## src/rtl/e1fa_pkg.sv

```systemverilog
package e1fa_pkg;
  typedef enum logic [1:0] {
    ST_HUNT = 2'd0,
    ST_NFAS = 2'd1,
    ST_CONF = 2'd2,
    ST_SYNC = 2'd3
  } align_st_e;

  localparam int FAS_LEN = 7;
  localparam logic [FAS_LEN-1:0] FAS_WORD = 7'b0011011;
endpackage

```

## src/rtl/e1fa_pos_cnt.sv

```systemverilog
module e1fa_pos_cnt #(
  parameter  int TS_N   = 32,
  parameter  int BITS_N = 8,
  localparam int TS_W   = $clog2(TS_N),
  localparam int BIT_W  = $clog2(BITS_N)
) (
  input  logic             clk_i,
  input  logic             rst_ni,
  input  logic             adv_i,
  input  logic             load_i,
  output logic [TS_W-1:0]  ts_o,
  output logic [BIT_W-1:0] bit_o,
  output logic             fas_frame_o
);
  logic [TS_W-1:0]  ts_q;
  logic [BIT_W-1:0] bit_q;
  logic             fas_q;
  logic             last_bit, last_ts;

  assign last_bit = (bit_q == BIT_W'(BITS_N-1));
  assign last_ts  = (ts_q == TS_W'(TS_N-1));

  always_ff @(posedge clk_i or negedge rst_ni) begin
    if (!rst_ni) begin
      ts_q  <= '0;
      bit_q <= '0;
      fas_q <= 1'b0;
    end else if (load_i) begin
      // hit was on the last bit of timeslot 0 of a FAS frame
      ts_q  <= TS_W'(1);
      bit_q <= '0;
      fas_q <= 1'b1;
    end else if (adv_i) begin
      if (last_bit) begin
        bit_q <= '0;
        if (last_ts) begin
          ts_q  <= '0;
          fas_q <= ~fas_q;
        end else begin
          ts_q <= ts_q + 1'b1;
        end
      end else begin
        bit_q <= bit_q + 1'b1;
      end
    end
  end

  assign ts_o        = ts_q;
  assign bit_o       = bit_q;
  assign fas_frame_o = fas_q;

  AST_FRAME_WRAP: assert property (@(posedge clk_i) disable iff (!rst_ni)
    adv_i && !load_i && last_ts && last_bit |=> ts_q == '0 && bit_q == '0 && fas_q != $past(fas_q));
  AST_LOAD_POS: assert property (@(posedge clk_i) disable iff (!rst_ni)
    load_i |=> ts_q == TS_W'(1) && bit_q == '0 && fas_q);
  AST_IDLE_HOLD: assert property (@(posedge clk_i) disable iff (!rst_ni)
    !adv_i && !load_i |=> $stable(ts_q) && $stable(bit_q) && $stable(fas_q));
endmodule

```

## src/rtl/e1fa_fas_cmp.sv

```systemverilog
module e1fa_fas_cmp
  import e1fa_pkg::*;
(
  input  logic clk_i,
  input  logic rst_ni,
  input  logic adv_i,
  input  logic data_i,
  output logic hit_o
);
  logic [FAS_LEN-2:0] sr_q;

  always_ff @(posedge clk_i or negedge rst_ni) begin
    if (!rst_ni) sr_q <= '1;
    else if (adv_i) sr_q <= {sr_q[FAS_LEN-3:0], data_i};
  end

  // current bit completes the window
  assign hit_o = adv_i && ({sr_q, data_i} == FAS_WORD);
endmodule

```

## src/rtl/e1fa_align_fsm.sv

```systemverilog
module e1fa_align_fsm
  import e1fa_pkg::*;
#(
  parameter  int LOSS_N = 3,
  localparam int CNT_W  = $clog2(LOSS_N+1)
) (
  input  logic clk_i,
  input  logic rst_ni,
  input  logic adv_i,
  input  logic data_i,
  input  logic hit_i,
  input  logic fas_slot_i,
  input  logic nfas_slot_i,
  input  logic resync_i,
  input  logic nfas_loss_en_i,
  output logic load_o,
  output logic in_frame_o
);
  align_st_e        st_q, st_d;
  logic [CNT_W-1:0] miss_q, miss_d, b2_q, b2_d;

  always_comb begin
    st_d   = st_q;
    miss_d = miss_q;
    b2_d   = b2_q;
    load_o = 1'b0;
    case (st_q)
      ST_HUNT: if (hit_i) begin
        load_o = 1'b1;
        st_d   = ST_NFAS;
      end
      ST_NFAS: if (adv_i && nfas_slot_i) st_d = data_i ? ST_CONF : ST_HUNT;
      ST_CONF: if (adv_i && fas_slot_i)  st_d = hit_i ? ST_SYNC : ST_HUNT;
      ST_SYNC: begin
        if (adv_i && fas_slot_i) begin
          if (hit_i) miss_d = '0;
          else if (miss_q == CNT_W'(LOSS_N-1)) st_d = ST_HUNT;
          else miss_d = miss_q + 1'b1;
        end
        if (adv_i && nfas_slot_i) begin
          if (data_i || !nfas_loss_en_i) b2_d = '0;
          else if (b2_q == CNT_W'(LOSS_N-1)) st_d = ST_HUNT;
          else b2_d = b2_q + 1'b1;
        end
      end
      default: st_d = ST_HUNT;
    endcase
    if (resync_i) begin
      st_d   = ST_HUNT;
      load_o = 1'b0;
    end
    if (st_d != ST_SYNC) begin
      miss_d = '0;
      b2_d   = '0;
    end
  end

  always_ff @(posedge clk_i or negedge rst_ni) begin
    if (!rst_ni) begin
      st_q   <= ST_HUNT;
      miss_q <= '0;
      b2_q   <= '0;
    end else begin
      st_q   <= st_d;
      miss_q <= miss_d;
      b2_q   <= b2_d;
    end
  end

  assign in_frame_o = (st_q == ST_SYNC);

  AST_LOCK_AT_FAS: assert property (@(posedge clk_i) disable iff (!rst_ni)
    $rose(in_frame_o) |-> $past(fas_slot_i && hit_i && !resync_i));
  AST_DROP_CAUSE: assert property (@(posedge clk_i) disable iff (!rst_ni)
    $fell(in_frame_o) |-> $past(resync_i || (adv_i && (fas_slot_i || nfas_slot_i))));
  AST_RESYNC_HUNT: assert property (@(posedge clk_i) disable iff (!rst_ni)
    resync_i |=> !in_frame_o);
endmodule

```

## src/rtl/e1_frame_aligner.sv

```systemverilog
module e1_frame_aligner #(
  parameter int TS_N   = 32,
  parameter int BITS_N = 8,
  parameter int LOSS_N = 3
) (
  input  logic                      clk_i,
  input  logic                      rst_ni,
  input  logic                      bit_en_i,
  input  logic                      data_i,
  input  logic                      resync_i,
  input  logic                      nfas_loss_en_i,
  output logic                      frame_start_o,
  output logic [$clog2(TS_N)-1:0]   ts_o,
  output logic [$clog2(BITS_N)-1:0] bit_o,
  output logic                      fas_frame_o,
  output logic                      in_frame_o,
  output logic                      rai_req_o
);
  localparam int TS_W  = $clog2(TS_N);
  localparam int BIT_W = $clog2(BITS_N);

  logic             hit, load, in_frame, fas_frame;
  logic [TS_W-1:0]  ts;
  logic [BIT_W-1:0] bit_pos;
  logic             fas_slot, nfas_slot;

  e1fa_fas_cmp u_cmp (
    .clk_i  (clk_i),
    .rst_ni (rst_ni),
    .adv_i  (bit_en_i),
    .data_i (data_i),
    .hit_o  (hit)
  );

  e1fa_pos_cnt #(.TS_N(TS_N), .BITS_N(BITS_N)) u_cnt (
    .clk_i       (clk_i),
    .rst_ni      (rst_ni),
    .adv_i       (bit_en_i),
    .load_i      (load),
    .ts_o        (ts),
    .bit_o       (bit_pos),
    .fas_frame_o (fas_frame)
  );

  // slot decodes: last bit of ts0 in FAS frame, bit 2 of ts0 otherwise
  assign fas_slot  = (ts == '0) && (bit_pos == BIT_W'(BITS_N-1)) && fas_frame;
  assign nfas_slot = (ts == '0) && (bit_pos == BIT_W'(1)) && !fas_frame;

  e1fa_align_fsm #(.LOSS_N(LOSS_N)) u_fsm (
    .clk_i          (clk_i),
    .rst_ni         (rst_ni),
    .adv_i          (bit_en_i),
    .data_i         (data_i),
    .hit_i          (hit),
    .fas_slot_i     (fas_slot),
    .nfas_slot_i    (nfas_slot),
    .resync_i       (resync_i),
    .nfas_loss_en_i (nfas_loss_en_i),
    .load_o         (load),
    .in_frame_o     (in_frame)
  );

  assign frame_start_o = bit_en_i && in_frame && (ts == '0) && (bit_pos == '0);
  assign ts_o          = ts;
  assign bit_o         = bit_pos;
  assign fas_frame_o   = fas_frame;
  assign in_frame_o    = in_frame;
  assign rai_req_o     = ~in_frame;

  AST_START_POS: assert property (@(posedge clk_i) disable iff (!rst_ni)
    frame_start_o |=> bit_o == BIT_W'(1) && ts_o == '0);
endmodule

```

## config.mk

```make
export PLATFORM = sky130hd
export DESIGN_NAME = e1_frame_aligner
export DESIGN_NICKNAME = d
export VERILOG_FILES = /design/src/rtl/e1fa_pkg.sv /design/src/rtl/e1fa_pos_cnt.sv /design/src/rtl/e1fa_fas_cmp.sv /design/src/rtl/e1fa_align_fsm.sv /design/src/rtl/e1_frame_aligner.sv
export SDC_FILE = /design/constraint.sdc
export NUM_CORES = 1
export LEC_CHECK = 0
export BUFFER_PORTS_ARGS = -buffer_cell sky130_fd_sc_hd__buf_2
export CORE_UTILIZATION = 35
export DETAILED_ROUTE_END_ITERATION = 10
export PLACE_DENSITY_LB_ADDON = 0.05
export SYNTH_ARGS = -nofsm -noshare
export SYNTH_HDL_FRONTEND = slang
export SYNTH_HIERARCHICAL = 1
export SYNTH_SLANG_ARGS = --single-unit
```

## constraint.sdc

```tcl
create_clock -name clk_i -period 2.12 [get_ports clk_i]
set_input_delay 0.212 -clock clk_i [delete_from_list [all_inputs] [get_ports clk_i]]
set_output_delay 0.212 -clock clk_i [all_outputs]
set_load 0.1 [all_outputs]
```

==> results.ini <==
[grt]
antenna_found_initial = 0
grt_pass1_wl_um = 4840
grt_max_degree = 24
grt_pass1_vias = 992
track_usage_pct = 15.9
grt.overflow.total = 0

[setup_path]
crit_required_ns = 2.35
path_class = flip-flop to flip-flop
crit_chain = or4b_4, nor4_4, nand4b_1, or4_1, a22oi_1
crit_arrival_ns = 2.37
cp-end-kind = flip-flop
critPathTopFamily = simple AND/OR/NAND/NOR gates
critPathMaxFanout = 4
critPathBufInv = 0
cp_slowest_cell = or4b_4
startpoint_type = flip-flop
cpPeakStageDelay_ns = 0.58

[synthesis]
synth.avg_cell_area_um2 = 10.6
ys_seq_area_share_pct = 41.8
synthCells = 120
synth_top_family_by_area = simple AND/OR/NAND/NOR gates
ys_async_sr_fraction_pct = 100
yosysWarnings = 6
syn_area_um2 = 1270
synthMuxAreaShare_pct = 9.43
synth_fa_ha_area_share_pct = 5.89
synth_seq_cells = 21
synth_edf_count = 0
yosysUniqueCellTypes = 40
synth_top_cell_by_area = dfrtp_1
synth_fp_nets = 132
synthXorXnorAreaFrac_pct = 0.688
synth_top_area_share_pct = 29.5
ys_top_cells_by_area = dfrtp_1, dfstp_2, mux2_4
synth-compound-area-share_pct = 11.2
yosys.area_share.simple_pct = 25.6
ys.flop_type = dfrtp_1

[pwr]
swShare_pct = 51.8
p_int_uw = 857
pwr-share-clk_pct = 11.4
seq_power_share_pct = 35.1
power_density_nw_per_um2 = 1120
p_leak_nw = 0.664
comb_power_share_pct = 53.5
p_switching_uw = 923
total_power_mw = 1.78
peakVddDrop_mv = 0.959

[drt]
vias_per_cell = 5.32
routed_wirelength_um = 2820
drt_iter0_markers = 54
vias = 1038
drtAntennaViolNets = 0
wire_per_inst_um = 14.5
first_pass_iters = 4
drc = 0

[timing]
setup_ws_ns = -0.0215
drv_slew = 0
timing.final.crit_period_ns = 2.14
slew_headroom_pct = 67.9
hold_viol = 0
setup-violations-final = 2
final.setup_skew_ns = 0.00448
fin_crit_sh_pct = 101
worst_pin_slew_ns = 0.482
hold_slack_ns = 0.0977
rsz0062_at_grt = true
fmax_mhz = 467
fin_setup_tns_ns = -0.0369

[clock_tree]
ctsLongestPathBuffers = 2
clkTransAtPathRegs_ns = 0.13
cts_root_buf = clkbuf_4
clock_latency_ns = 0.31
cts.sinks = 21
htreeDepth = 1
cts_buffers = 3
cts_tree = built

[die]
design.core.area_um2 = 3420
io-pin-count = 18
start_util_pct = 37.3
die_y_um = 62.3
die-area_um2 = 3880
fp.dieW_um = 62.3
num_rows = 21

[outcome]
status = complete, but fails checks
violations = setup timing

[placement]
gp_congestion = 0.735
dp_slack_ns = 0.0258
io_buffers = 17
dpl.hpwl_um = 2040

[layout]
drive_above_1_share_pct = 43.0
insertedDiodeCount = 0
synthToLayoutAreaGrowth_pct = 25.0
finalNetCount = 162

[flow_run]
maxCapViolCount = 0

[min_path]
hp-class = primary input to flip-flop

## per-stage QoR
step | util (%) | std cells | cell area, um2
detailed placement | 44.7 | 187 | 1530
floorplan | - | 120 | 1340
CTS | 46.3 | 194 | 1580
global route | 46.6 | 195 | 1590
finish | 46.6 | 195 | 1590
global placement | 44.7 | 187 | 1530
## kinds of logic (layout without fill, tap and decap cells)
group	after synthesis	count (layout)
compound gates	22	22
xor+xnor	1	1
fa+ha+maj	6	6
buf+inv	11	40
flops	21	21
mux	9	9
simple gates	50	50
## sequential cells by signal, summed over array words and instances (netlist names)
signal / flops
u_fsm/b2_q: 2
u_fsm/st_q: 2
u_cnt/fas_frame_o: 1
u_cnt/ts_o: 5
u_cnt/bit_o: 3
u_cmp/sr_q: 6
u_fsm/miss_q: 2
## cell type report
type / count / area, um2
fillers: 335 / 1820
multi-input cells: 88 / 719
flip-flops and latches: 21 / 556
repair buffers: 31 / 211
well taps: 46 / 57.6
clock buffers: 4 / 26.3
inverters: 5 / 22.5
## placed cells by master (no fill, tap or decap), types with 2 or more instances in the layout
cell type / netlist / layout
buf_2: 0 / 16
nand3_1: 5 / 5
nand4_1: 4 / 4
ha_1: 6 / 6
a22oi_1: 3 / 3
nor4_4: 0 / 2
inv_1: 5 / 4
dfrtp_4: 0 / 5
mux2i_1: 3 / 3
or2_2: 2 / 2
dfrtp_1: 15 / 7
clkbuf_4: 0 / 3
nor2_1: 6 / 6
buf_4: 3 / 12
nand4b_1: 4 / 4
dfrtp_2: 0 / 3
mux2_4: 6 / 6
or4_4: 0 / 2
nand3b_1: 2 / 2
nor2b_1: 3 / 3
or4_1: 6 / 4
and3b_1: 2 / 2
a21oi_1: 6 / 6
nand2_1: 5 / 5
dfstp_2: 6 / 6
o21ai_0: 5 / 4
## Yosys cell counts, types with 2 or more instances
cell type	count
a21oi_1	6
a22oi_1	3
and3b_1	2
buf_4	3
buf_6	2
dfrtp_1	15
dfstp_2	6
ha_1	6
inv_1	5
mux2_4	6
mux2i_1	3
nand2_1	5
nand3_1	5
nand3b_1	2
nand4_1	4
nand4b_1	4
nor2_1	6
nor2b_1	3
nor3_1	2
o21ai_0	5
or2_2	2
or4_1	6
or4b_1	2
## worst paths after layout
path,startpoint,endpoint,slack (ns),depth (start not counted)
min in group asynchronous,rst_ni,u_cnt/ts_o[2],0.37,2
worst max register to register,u_cnt/ts_o[1],u_fsm/b2_q[0],-0.02,5
worst max-delay path,u_cnt/ts_o[1],u_fsm/b2_q[0],-0.02,5
worst min register to register,u_fsm/b2_q[1],u_fsm/b2_q[1],0.58,2
max in group asynchronous,rst_ni,u_cnt/bit_o[0],1.37,2
worst min-delay path,resync_i,u_fsm/st_q[1],0.1,2
## worst reg2reg max path: stages (launching register included)
cell and delay, ns:
dfrtp_4 0.50, or4b_4 0.58, nor4_4 0.19, nand4b_1 0.19, or4_1 0.44, a22oi_1 0.16
## timing repair
action / 4_1_cts / 5_1_grt
buffers inserted: 2 / 1
hold buffers: 1 / 0
setup endpoints to repair: 5 / 5
gates resized for setup: 1 / 2
hold endpoints to repair: 15 / 0
pin swaps: 1 / 2
## layer usage
metal,track usage (%),part of all wire (%),vias up
met5,0,0,-
met3,1.65,3.3,4
met4,6.10,1.0,0
li1,-,-,512
met2,25.0,46,21
met1,22.5,50,501
## power groups by stage
stage,sequential (mW),combinational [mW],clock [mW]
2_1_floorplan,1.09,0.311,0
3_3_place_gp,0.631,0.946,0
3_5_place_dp,0.632,0.951,0
4_1_cts,0.626,0.958,0.219
5_1_grt,0.642,1.01,0.231
6_report,0.625,0.952,0.203
(Power assumes the default switching activity.)
